===== src/rtl/rt_pkg.sv =====
package rt_pkg;

  typedef enum logic [1:0] {
    ST_IDLE = 2'd0,
    ST_WAIT = 2'd1,
    ST_RUN  = 2'd2,
    ST_DONE = 2'd3
  } rtState_e;

  // control -> datapath strobes
  typedef struct packed {
    logic divClear;    // restart millisecond divider phase
    logic waitLoad;    // capture random wait length
    logic waitStep;    // one millisecond of wait elapsed
    logic cntClear;    // zero the display counter
    logic cntInc;      // add one millisecond
    logic cntPenalty;  // force all nines
  } rtStrobe_t;

endpackage


===== src/rtl/rt_ctrl.sv =====
module rt_ctrl
  import rt_pkg::*;
(
  input  logic       clk,
  input  logic       rstN,
  input  logic       btnClear,
  input  logic       btnStart,
  input  logic       btnStop,
  input  logic       msTick,
  input  logic       waitDone,
  input  logic       cntAtMax,
  output rtStrobe_t  strobe,
  output rtState_e   stateQ,
  output logic       led
);

  rtState_e stateD;

  always_comb begin
    stateD = stateQ;
    strobe = '0;
    if (btnClear) begin
      stateD          = ST_IDLE;
      strobe.cntClear = 1'b1;
    end else begin
      unique case (stateQ)
        ST_IDLE: begin
          if (btnStart) begin
            stateD          = ST_WAIT;
            strobe.waitLoad = 1'b1;
            strobe.divClear = 1'b1;
          end
        end
        ST_WAIT: begin
          if (btnStop) begin
            stateD            = ST_DONE;
            strobe.cntPenalty = 1'b1;
          end else if (msTick) begin
            if (waitDone) begin
              stateD          = ST_RUN;
              strobe.divClear = 1'b1;
              strobe.cntClear = 1'b1;
            end else begin
              strobe.waitStep = 1'b1;
            end
          end
        end
        ST_RUN: begin
          if (btnStop || cntAtMax) begin
            stateD = ST_DONE;
          end else if (msTick) begin
            strobe.cntInc = 1'b1;
          end
        end
        default: ;
      endcase
    end
  end

  always_ff @(posedge clk or negedge rstN) begin
    if (!rstN) stateQ <= ST_IDLE;
    else       stateQ <= stateD;
  end

  assign led = (stateQ == ST_RUN);

endmodule


===== src/rtl/rt_datapath.sv =====
module rt_datapath
  import rt_pkg::*;
#(
  parameter int CLK_HZ      = 100_000_000,
  parameter int NUM_DIGITS  = 4,
  parameter int MIN_WAIT_MS = 1000,
  parameter int RAND_BITS   = 11,
  parameter int LFSR_W      = 16,
  parameter logic [LFSR_W-1:0] LFSR_TAPS = 16'hB400
) (
  input  logic                    clk,
  input  logic                    rstN,
  input  rtStrobe_t               strobe,
  output logic                    msTick,
  output logic                    waitDone,
  output logic                    cntAtMax,
  output logic [4*NUM_DIGITS-1:0] digitsBcd
);

  localparam int TPM    = CLK_HZ / 1000;
  localparam int DIV_W  = $clog2(TPM);
  localparam int WAIT_W = $clog2(MIN_WAIT_MS + (1 << RAND_BITS)) + 1;

  // millisecond divider
  logic [DIV_W-1:0] divCnt;
  assign msTick = (divCnt == DIV_W'(TPM - 1));

  always_ff @(posedge clk or negedge rstN) begin
    if (!rstN)                        divCnt <= '0;
    else if (strobe.divClear || msTick) divCnt <= '0;
    else                              divCnt <= divCnt + 1'b1;
  end

  // free-running Galois LFSR
  logic [LFSR_W-1:0] lfsr;
  always_ff @(posedge clk or negedge rstN) begin
    if (!rstN) lfsr <= LFSR_W'(1);
    else       lfsr <= {1'b0, lfsr[LFSR_W-1:1]} ^ (lfsr[0] ? LFSR_TAPS : '0);
  end

  // random wait down-counter, in milliseconds
  logic [WAIT_W-1:0] waitCnt;
  always_ff @(posedge clk or negedge rstN) begin
    if (!rstN)
      waitCnt <= '0;
    else if (strobe.waitLoad)
      waitCnt <= WAIT_W'(MIN_WAIT_MS - 1) + WAIT_W'(lfsr[RAND_BITS-1:0]);
    else if (strobe.waitStep && waitCnt != '0)
      waitCnt <= waitCnt - 1'b1;
  end
  assign waitDone = (waitCnt == '0);

  // cascaded BCD digits
  logic [NUM_DIGITS:0]   carry;
  logic [NUM_DIGITS-1:0] isNine;
  assign carry[0] = strobe.cntInc & ~cntAtMax;

  for (genvar gi = 0; gi < NUM_DIGITS; gi++) begin : g_digit
    logic [3:0] digit;
    assign isNine[gi]      = (digit == 4'd9);
    assign carry[gi+1]     = carry[gi] & isNine[gi];
    assign digitsBcd[4*gi +: 4] = digit;

    always_ff @(posedge clk or negedge rstN) begin
      if (!rstN)                 digit <= 4'd0;
      else if (strobe.cntClear)  digit <= 4'd0;
      else if (strobe.cntPenalty) digit <= 4'd9;
      else if (carry[gi])        digit <= isNine[gi] ? 4'd0 : digit + 4'd1;
    end
  end

  assign cntAtMax = &isNine;

endmodule


===== src/rtl/reaction_timer.sv =====
module reaction_timer
  import rt_pkg::*;
#(
  parameter int CLK_HZ      = 100_000_000,
  parameter int NUM_DIGITS  = 4,
  parameter int MIN_WAIT_MS = 1000,
  parameter int RAND_BITS   = 11
) (
  input  logic                    clk,
  input  logic                    rstN,
  input  logic                    btnClear,
  input  logic                    btnStart,
  input  logic                    btnStop,
  output logic                    led,
  output logic [4*NUM_DIGITS-1:0] digitsBcd,
  output logic [NUM_DIGITS-1:0]   dpSel
);

  rtStrobe_t strobe;
  rtState_e  curState;
  logic      msTick;
  logic      waitDone;
  logic      cntAtMax;

  rt_ctrl u_ctrl (
    .clk      (clk),
    .rstN     (rstN),
    .btnClear (btnClear),
    .btnStart (btnStart),
    .btnStop  (btnStop),
    .msTick   (msTick),
    .waitDone (waitDone),
    .cntAtMax (cntAtMax),
    .strobe   (strobe),
    .stateQ   (curState),
    .led      (led)
  );

  rt_datapath #(
    .CLK_HZ      (CLK_HZ),
    .NUM_DIGITS  (NUM_DIGITS),
    .MIN_WAIT_MS (MIN_WAIT_MS),
    .RAND_BITS   (RAND_BITS)
  ) u_dp (
    .clk       (clk),
    .rstN      (rstN),
    .strobe    (strobe),
    .msTick    (msTick),
    .waitDone  (waitDone),
    .cntAtMax  (cntAtMax),
    .digitsBcd (digitsBcd)
  );

  assign dpSel = NUM_DIGITS'(1) << (NUM_DIGITS - 1);

endmodule


===== config.mk =====
export PLATFORM = sky130hd
export DESIGN_NAME = reaction_timer
export DESIGN_NICKNAME = d
export VERILOG_FILES = /design/src/rtl/rt_pkg.sv /design/src/rtl/rt_ctrl.sv /design/src/rtl/rt_datapath.sv /design/src/rtl/reaction_timer.sv
export SDC_FILE = /design/constraint.sdc
export NUM_CORES = 1
export LEC_CHECK = 0
export CORE_MARGIN = 4
export CORE_UTILIZATION = 46
export DETAILED_ROUTE_END_ITERATION = 7
export PLACE_DENSITY = 0.68
export SETUP_SLACK_MARGIN = 0.3
export SLEW_MARGIN = 15
export SYNTH_ARGS = -nofsm -noshare
export SYNTH_HDL_FRONTEND = slang
export SYNTH_HIERARCHICAL = 1
export SYNTH_SLANG_ARGS = --single-unit

===== constraint.sdc =====
create_clock -name clk -period 8 [get_ports clk]
set_input_delay 1.6 -clock clk [delete_from_list [all_inputs] [get_ports clk]]
set_output_delay 1.6 -clock clk [all_outputs]
set_load 0.02 [all_outputs]

==> impl_metrics.tcl, run 1 <==
set metrics [dict create \
    synth_cell_types 58 \
    start_util_pct 48.2 \
    synth_top_area_share_pct 44.4 \
    pwr-share-clk_pct 33.8 \
    synth_edf_count 0 \
    cp.required_ps 8260 \
    seq_area_sq_um 1600 \
    synthArstFlopShare_pct 100 \
    status "completed" \
    cp_max_fo 10 \
    rsz0062_at_grt "false" \
    relSlewSlack_pct 45.1 \
    cts_made_buffers 9 \
    portBuffers 21 \
    multi_input_area_sq_um 1790 \
    nets 408 \
    critPathSlowestCell "clkdlybuf4s50_1" \
    area_delta_synth_final_pct 13.2 \
    n_fill_cell 664 \
    num_rows 31 \
    die_w_um 95.9 \
    finalWirelength_mm 7.15 \
    place_congestion 0.846 \
    finalNonFillerCells 492 \
    intPower_mw 0.583 \
    p_comb_share_pct 20.1 \
    ys_ff_latch 64 \
    cts_buffer_depth 2 \
    clkTransAtPathRegs_ps 70 \
    yosys_warnings 6 \
    arrival_ps 3970 \
    core_sq_um 7370 \
    synth_common_cells "63 x dfrtp_1, 25 x nor2_1, 24 x a21oi_1, 24 x nand2_1, 22 x inv_1" \
    cp_top_family "simple AND/OR/NAND/NOR gates" \
    drt-pass1-iter-count 4 \
    synth_ff_type "dfrtp_1" \
    dpl.cell_count 476 \
    hold_class "flip-flop to flip-flop" \
    synth_area_per_cell_sq_um 9.68 \
    viasPerCell 5.63 \
    die_h_um 95.9 \
    dieArea_sq_um 9190 \
    wl_per_cell_um 14.5 \
    end_kind "flip-flop" \
    switching_share_pct 29.9 \
    clock_latency_ps 340 \
    drtIter0Drc 143 \
    syn_area_sq_um 3550 \
    globalRoute.totalOverflow 0 \
    track_usage_pct 17.5 \
    ctsHoldBuffers 0 \
    numClockSinks 64 \
    grt_pass1_vias 2686 \
    postRouteAntennaNets 0 \
    htree_levels 3 \
    p_leak_nw 1.67 \
    crit_chain "clkdlybuf4s50_1 > nor4b_4 > and2_1 > and4b_1 > nand4_1 > or3_1 > a31oi_1" \
    io_pins 26 \
    post_cts_buffers 0 \
    slowest_delay_ps 610 \
    ys_seq_area_share_pct 45.1 \
    max_freq_ghz 0.269 \
    antenna_cells 0 \
    cts_resized 0 \
    drive_gt1_share_pct 6.87 \
    antenna_found_initial 0 \
    synth_top_cells_by_area "dfrtp_1 44%, ha_1 5.3%, a21oi_1 3.4%" \
    fin_skew_ps 9.27 \
    grt_max_degree 65 \
    tightest_slew_ps 812 \
    critPathBufInv 1 \
    setup_ws_ps 4290 \
    yosysTopAreaCell "dfrtp_1" \
    pre_cts_ws_ps 3970 \
    start_kind "input port" \
    maxCapViolCount 0 \
    p_sw_mw 0.249 \
    timing.final.max_slew_violations 0 \
    hpwl_mm 4.93 \
    min_period_over_period_pct 46.4 \
    path_class "input port to flip-flop" \
    postLayoutCoreUtil_pct 54.6 \
    fin_setup_tns_ps 0 \
    cts_tree "yes" \
    ir_drop_v 0.000108 \
    setup_viol 0 \
    fin_crit_ps 3710 \
    power_density_nw_per_um2 207 \
    seqPwrFrac_pct 46.2 \
    yosysMostFrequentCell "dfrtp_1" \
    hold_viol 0 \
    drt_drc_violations_left 0 \
    num_vias 2771 \
    syn_inst 367 \
    root_buffer "clkbuf_8" \
    grt_pass1_wl_mm 12.6 \
]
[cells in the final DEF (no fill, tap or decap), types with 3 or more instances in the layout]
cell type        netlist  routed
nor3b_1                5       5
nand3_1               11      11
nor4_1                 7       7
and4b_1                3       3
xnor2_1               12      12
nor3_1                12      12
conb_1                 2       4
xor2_1                10      10
a211o_1                3       3
nand2_1               24      24
nand3b_1               6       6
nand2b_1               5       5
or3_1                 14      14
dfrtp_1               63      63
o21ai_0               13      13
o211ai_1               4       4
nor2_1                25      25
a31oi_1               12      12
ha_1                  15      15
inv_1                 22      22
clkbuf_8               0      11
a21oi_1               24      24
clkdlybuf4s50_1        0      20
mux2i_1                5       5
and4_1                 4       4
nand4_1                9       9
[layout make-up]
type                       instances  share of cell area [%]
inverter                          22                    2.05
multi-input combinational        268                    44.6
sequential                        64                    39.9
timing repair buffer              23                    5.48
clock buffer                      13                    3.95
clock inverter                     3                   0.996
tap                               99                    3.08
[cells by family (layout without fill, tap and decap cells)]
kind of cell    Yosys count  count (layout)  share of synthesized area, %
flops                    64              64                          45.1
xor+xnor                 22              22                          5.42
other cells               2               4                         0.211
fa+ha+maj                15              15                          5.28
simple gates            148             148                          24.8
compound gates           73              73                          12.8
buf+inv                  37              61                          4.61
mux                       6               6                          1.83
[sequential cells by signal (all words and copies together) (netlist names)]
signal / flops
u_dp/divCnt: 17
u_dp/g_digit.digit: 16
u_dp/lfsr: 16
u_dp/waitCnt: 13
u_ctrl/stateQ: 2
[worst reg2reg max path: cells and delay by family (launching register included)]
kind,cells,cell delay [ps]
AOI/OAI and AO/OA,1,560
DFF,1,390
adders and majority gates,1,210
xor gates and xnor gates,1,190
muxes,1,90
and+or+nand+nor,4,1250
[metrics by stage]
step                cell area, sq um  total power, mW  hold WS (ps)
CTS                             4020            0.841           356
floorplan                       3560            0.504           331
detailed placement              3820            0.556           340
finish                          4020            0.832           353
global placement                3820            0.550           337
global route                    4020            0.880           369
[power groups by stage]
| stage | Sequential [mW] | Clock [mW] | Combinational, mW |
|---|---|---|---|
| CTS | 0.384 | 0.289 | 0.168 |
| finish | 0.384 | 0.281 | 0.167 |
| global placement | 0.389 | 0 | 0.161 |
| floorplan | 0.390 | 0 | 0.114 |
| detailed placement | 0.390 | 0 | 0.166 |
| global route | 0.390 | 0.303 | 0.187 |
[per-layer routing]
metal / up-vias / part of all wire (%) / GRT usage [%]
met3: 8 / 3.6 / 2.97
met1: 1343 / 49 / 24.7
met5: - / 0 / 0
met4: 0 / 1.5 / 7.11
li1: 1368 / - / -
met2: 52 / 46 / 26.8
[final timing paths]
kind                                          start  cells after the start  slack [ps]                              endpoint
max                                        btnClear                      7        4290  u_dp/g_digit[3].digit[3]$_DFFE_PN0P_
min                         u_dp/lfsr[12]$_DFF_PN0_                      0         350               u_dp/lfsr[11]$_DFF_PN0_
max reg2reg                u_dp/divCnt[0]$_DFF_PN0_                      8        5180           u_dp/waitCnt[8]$_DFFE_PN0P_
min reg2reg                 u_dp/lfsr[12]$_DFF_PN0_                      0         350               u_dp/lfsr[11]$_DFF_PN0_
max in group asynchronous                      rstN                      2        6030               u_dp/lfsr[14]$_DFF_PN0_
min in group asynchronous                      rstN                      2        1440           u_dp/waitCnt[9]$_DFFE_PN0P_
No activity file was read; power rests on OpenSTA's default activity.
==> inputs of run 2 (changes only) <==
Settings changed: PLACE_DENSITY 0.68 to 0.71.
Clock period 8 ns to 3.2 ns, I/O delays scaled along.
==> impl_metrics.tcl, run 2 (same netlist as run 1, synthesis figures left out) <==
set metrics [dict create \
    track_usage_pct 16.6 \
    rrSetupSlack_ps 450 \
    grt_pass1_vias 2539 \
    finalWirelength_mm 6.96 \
    ir_drop_v 0.000343 \
    core_sq_um 7370 \
    slowest_delay_ps 510 \
    min_period_over_period_pct 86.1 \
    r2r-start "u_dp/waitCnt[0]$_DFFE_PN0P_" \
    postLayoutCoreUtil_pct 55.0 \
    viasPerCell 5.57 \
    critPathSlowestCell "a2111oi_1" \
    hold_viol 0 \
    layout_commonest_cell "dfrtp_1" \
    area_delta_synth_final_pct 14.2 \
    rsz0062_at_grt "true" \
    largest_reg_flops 17 \
    fin_hold_ws_ps 349 \
    path_class "flip-flop to flip-flop" \
    cp.required_ps 3410 \
    arrival_ps 2960 \
    ctsHoldBuffers 0 \
    setup_viol 0 \
    max_freq_ghz 0.363 \
    num_rows 31 \
    io_pins 26 \
    cts_buffer_depth 2 \
    die_w_um 95.9 \
    r2r_end "u_dp/waitCnt[8]$_DFFE_PN0P_" \
    finalNonFillerCells 495 \
    fin_crit_ps 2750 \
    tightest_slew_ps 863 \
    post_cts_buffers 0 \
    root_buffer "clkbuf_8" \
    regMostFlops "u_dp/divCnt" \
    start_util_pct 48.2 \
    dpl-instance-area_sq_um 3840 \
    seq_area_sq_um 1600 \
    grt_max_degree 65 \
    clkTransAtPathRegs_ps 70 \
    drt_drc_violations_left 0 \
    hpwl_mm 4.79 \
    cp_top_family "simple AND/OR/NAND/NOR gates" \
    hold_class "flip-flop to flip-flop" \
    numClockSinks 64 \
    cts_made_buffers 9 \
    start_kind "flip-flop" \
    place_congestion 0.871 \
    status "completed" \
    die_h_um 95.9 \
    fin_setup_tns_ps 0 \
    setup_ws_ps 445 \
    drtIter0Drc 134 \
    worst-path-stages 10 \
    grt_pass1_wl_mm 11.9 \
    clock_latency_ps 330 \
    globalRoute.totalOverflow 0 \
    cp-endpoint "u_dp/waitCnt[8]$_DFFE_PN0P_" \
    power_density_nw_per_um2 506 \
    fin_area_sq_um 4060 \
    num_vias 2755 \
    n_fill_cell 674 \
    relSlewSlack_pct 41.8 \
    htree_levels 3 \
    cp_max_fo 7 \
    largestRegisters "u_dp/divCnt (17), u_dp/g_digit.digit (16), u_dp/lfsr (16)" \
    p_leak_nw 1.68 \
    postRouteAntennaNets 0 \
    dieArea_sq_um 9190 \
    timing.final.max_slew_violations 0 \
    cts_resized 0 \
    antenna_cells 0 \
    drt-pass1-iter-count 5 \
    whs_path_depth 0 \
    power_mw 2.05 \
    critPathBufInv 2 \
    nets 411 \
    antenna_found_initial 0 \
    mostFrequentLayoutCells "63 x dfrtp_1, 25 x nor2_1, 24 x nand2_1, 24 x a21oi_1, 22 x inv_1" \
    fin_skew_ps 8.87 \
    rr_worst_depth 10 \
    crit_chain "inv_1 > ha_1 > nor4b_1 > nand4_1 > inv_1 > and4b_2 > nand4bb_1 > a2111oi_1 > xnor2_1 > mux2i_1" \
    startpoint "u_dp/waitCnt[0]$_DFFE_PN0P_" \
    pre_cts_ws_ps 302 \
    wl_per_cell_um 14.1 \
    drive_gt1_share_pct 8.84 \
    multi_input_area_sq_um 1800 \
    end_kind "flip-flop" \
    dpl.cell_count 479 \
    portBuffers 21 \
    cts_tree "yes" \
    maxCapViolCount 0 \
    crit_top_cell "inv_1" \
]
-- run 2: cell count changes in the layout (fill, tap and decap cells not counted), sizes merged --
| cell | change |
|---|---|
| buf | +3 |
| bufinv | -1 |
| clkbuf | +1 |
-- run 2: layer usage --
metal | GRT usage [%] | part of all wire [%]
met3 | 3.21 | 4.7
met4 | 7.46 | 1.6
met1 | 23.8 | 50
met2 | 24.2 | 44
met5 | 0 | 0
-- run 2: worst min-delay path by stage --
stage / slack (ps) / from / to
finish: 350 / u_dp/lfsr[15]$_DFF_PN0_ / u_dp/lfsr[14]$_DFF_PN0_
global route: 370 / u_dp/lfsr[12]$_DFF_PN0_ / u_dp/lfsr[11]$_DFF_PN0_
floorplan: 330 / u_dp/lfsr[12]$_DFF_PN0_ / u_dp/lfsr[11]$_DFF_PN0_
CTS: 350 / u_dp/lfsr[15]$_DFF_PN0_ / u_dp/lfsr[14]$_DFF_PN0_
global placement: 340 / u_dp/lfsr[15]$_DFF_PN0_ / u_dp/lfsr[14]$_DFF_PN0_
detailed placement: 340 / u_dp/lfsr[15]$_DFF_PN0_ / u_dp/lfsr[14]$_DFF_PN0_
-- run 2: worst reg2reg max path, cell delays in order, from the launching register on --
cell,delay [ps]
dfrtp_1,370
inv_1,100
ha_1,250
nor4b_1,160
nand4_1,170
inv_1,150
and4b_2,390
nand4bb_1,270
a2111oi_1,520
xnor2_1,170
mux2i_1,90
-- run 2: layout make-up --
cell class	instances	area share [%]
clock inverters	2	0.247
inverters	22	2.04
clock buffers	14	4.75
repair buffers	26	5.98
flip-flops and latches	64	39.5
well taps	99	3.05
multi-input cells	268	44.4
-- run 2: report_power, final --
part | switching, mW | internal [mW]
Combinational | 0.233 | 0.176
Sequential | 0.0794 | 0.881
Clock | 0.299 | 0.385
==> inputs of run 3 (changes only) <==
Settings changed: CORE_UTILIZATION 46 to 53, PLACE_DENSITY 0.71 to 0.79, SLEW_MARGIN 15 to default.
==> impl_metrics.tcl, run 3 (same netlist as run 1, synthesis figures left out) <==
set metrics [dict create \
    status "completed" \
    root_buffer "clkbuf_8" \
    drt_drc_violations_left 0 \
    track_usage_pct 18.9 \
    die_w_um 89.9 \
    power_density_nw_per_um2 509 \
    drt-pass1-iter-count 4 \
    drtIter0Drc 176 \
    path_class "flip-flop to flip-flop" \
    regMostFlops "u_dp/divCnt" \
    fin_area_sq_um 4030 \
    multi_input_area_sq_um 1800 \
    num_vias 2841 \
    largestRegisters "u_dp/divCnt (17), u_dp/g_digit.digit (16), u_dp/lfsr (16)" \
    grt_pass1_vias 2644 \
    seq_area_sq_um 1600 \
    fin_skew_ps 5.98 \
    die_h_um 89.9 \
    clock_latency_ps 340 \
    cts_resized 0 \
    io_pins 26 \
    arrival_ps 2960 \
    antenna_cells 0 \
    dpl-instance-area_sq_um 3830 \
    layout_commonest_cell "dfrtp_1" \
    cts_tree "yes" \
    globalRoute.totalOverflow 0 \
    core_sq_um 6420 \
    area_delta_synth_final_pct 13.3 \
    grt_pass1_wl_mm 12.5 \
    nets 411 \
    hold_class "flip-flop to flip-flop" \
    htree_levels 3 \
    place_congestion 0.843 \
    n_fill_cell 524 \
    tightest_slew_ps 839 \
    cp_max_fo 7 \
    fin_crit_ps 2710 \
    grt_max_degree 35 \
    cts_made_buffers 9 \
    relSlewSlack_pct 43.3 \
    cts_buffer_depth 2 \
    postLayoutCoreUtil_pct 62.7 \
    numClockSinks 64 \
    largest_reg_flops 17 \
    fin_setup_tns_ps 0 \
    portBuffers 21 \
    hpwl_mm 5.09 \
    setup_viol 0 \
    ir_drop_v 0.000385 \
    end_kind "flip-flop" \
    wl_per_cell_um 15.3 \
    p_leak_nw 1.67 \
    start_kind "flip-flop" \
    min_period_over_period_pct 84.5 \
    max_freq_ghz 0.370 \
    num_rows 29 \
    cp.required_ps 3450 \
    postRouteAntennaNets 0 \
    clkTransAtPathRegs_ps 60 \
    start_util_pct 55.3 \
    timing.final.max_slew_violations 0 \
    ctsHoldBuffers 0 \
    dieArea_sq_um 8080 \
    finalWirelength_mm 7.23 \
    mostFrequentLayoutCells "63 x dfrtp_1, 25 x nor2_1, 24 x nand2_1, 24 x a21oi_1, 22 x inv_1" \
    post_cts_buffers 0 \
    hold_viol 0 \
    rsz0062_at_grt "true" \
    viasPerCell 6.02 \
    antenna_found_initial 0 \
    maxCapViolCount 0 \
    drive_gt1_share_pct 7.85 \
]
## run 3: final cells by class
class	count	area share, %
inverters	22	2.05
clock buffers	12	3.61
repair buffers	26	6.34
clock inverters	3	1.06
flip-flops and latches	64	39.8
well taps	77	2.39
multi-input cells	268	44.7
## run 3: stage by stage
step                      std cells  setup slack [ps]  hold slack [ps]  total power [mW]
after CTS                       472               468              355              2.07
after global routing            472               257              357              2.16
after floorplan                 369               549              331              1.26
after global placement          457               364              334              1.37
after detailed placement        457               263              346              1.39
final                           472               495              351              2.05
## run 3: path summary, 6_finish.rpt
| kind | start | to | slack [ps] | cells after the start |
|---|---|---|---|---|
| min in group asynchronous | rstN | u_dp/waitCnt[11]$_DFFE_PN0P_ | 370 | 1 |
| setup / recovery | u_dp/waitCnt[0]$_DFFE_PN0P_ | u_dp/waitCnt[7]$_DFFE_PN0P_ | 490 | 10 |
| hold / removal | u_dp/lfsr[12]$_DFF_PN0_ | u_dp/lfsr[11]$_DFF_PN0_ | 350 | 0 |
| hold reg to reg | u_dp/lfsr[12]$_DFF_PN0_ | u_dp/lfsr[11]$_DFF_PN0_ | 350 | 0 |
| setup reg to reg | u_dp/waitCnt[0]$_DFFE_PN0P_ | u_dp/waitCnt[7]$_DFFE_PN0P_ | 490 | 10 |
| max in group asynchronous | rstN | u_dp/lfsr[0]$_DFF_PN1_ | 2140 | 2 |
## run 3: where the power goes
group	internal [mW]	total [mW]	switching, mW
combinational	0.177	0.414	0.236
sequential	0.882	0.965	0.0830
clock	0.376	0.671	0.295
## run 3: worst max-delay path: stages (launching register included)
cell and delay (ps):
dfrtp_1 390, inv_1 110, ha_1 210, nor4b_1 280, nand4_1 240, inv_1 240
and4b_1 290, nor3b_2 200, and3_1 250, a211o_1 310, o211ai_1 90
## run 3: metal layers
layer	share of wire [%]	track usage [%]	wire length, um
met4	1.3	8.42	94
met5	0	0	0
met2	48	30.9	3480
met1	46	24.1	3320
met3	4.7	4.09	337
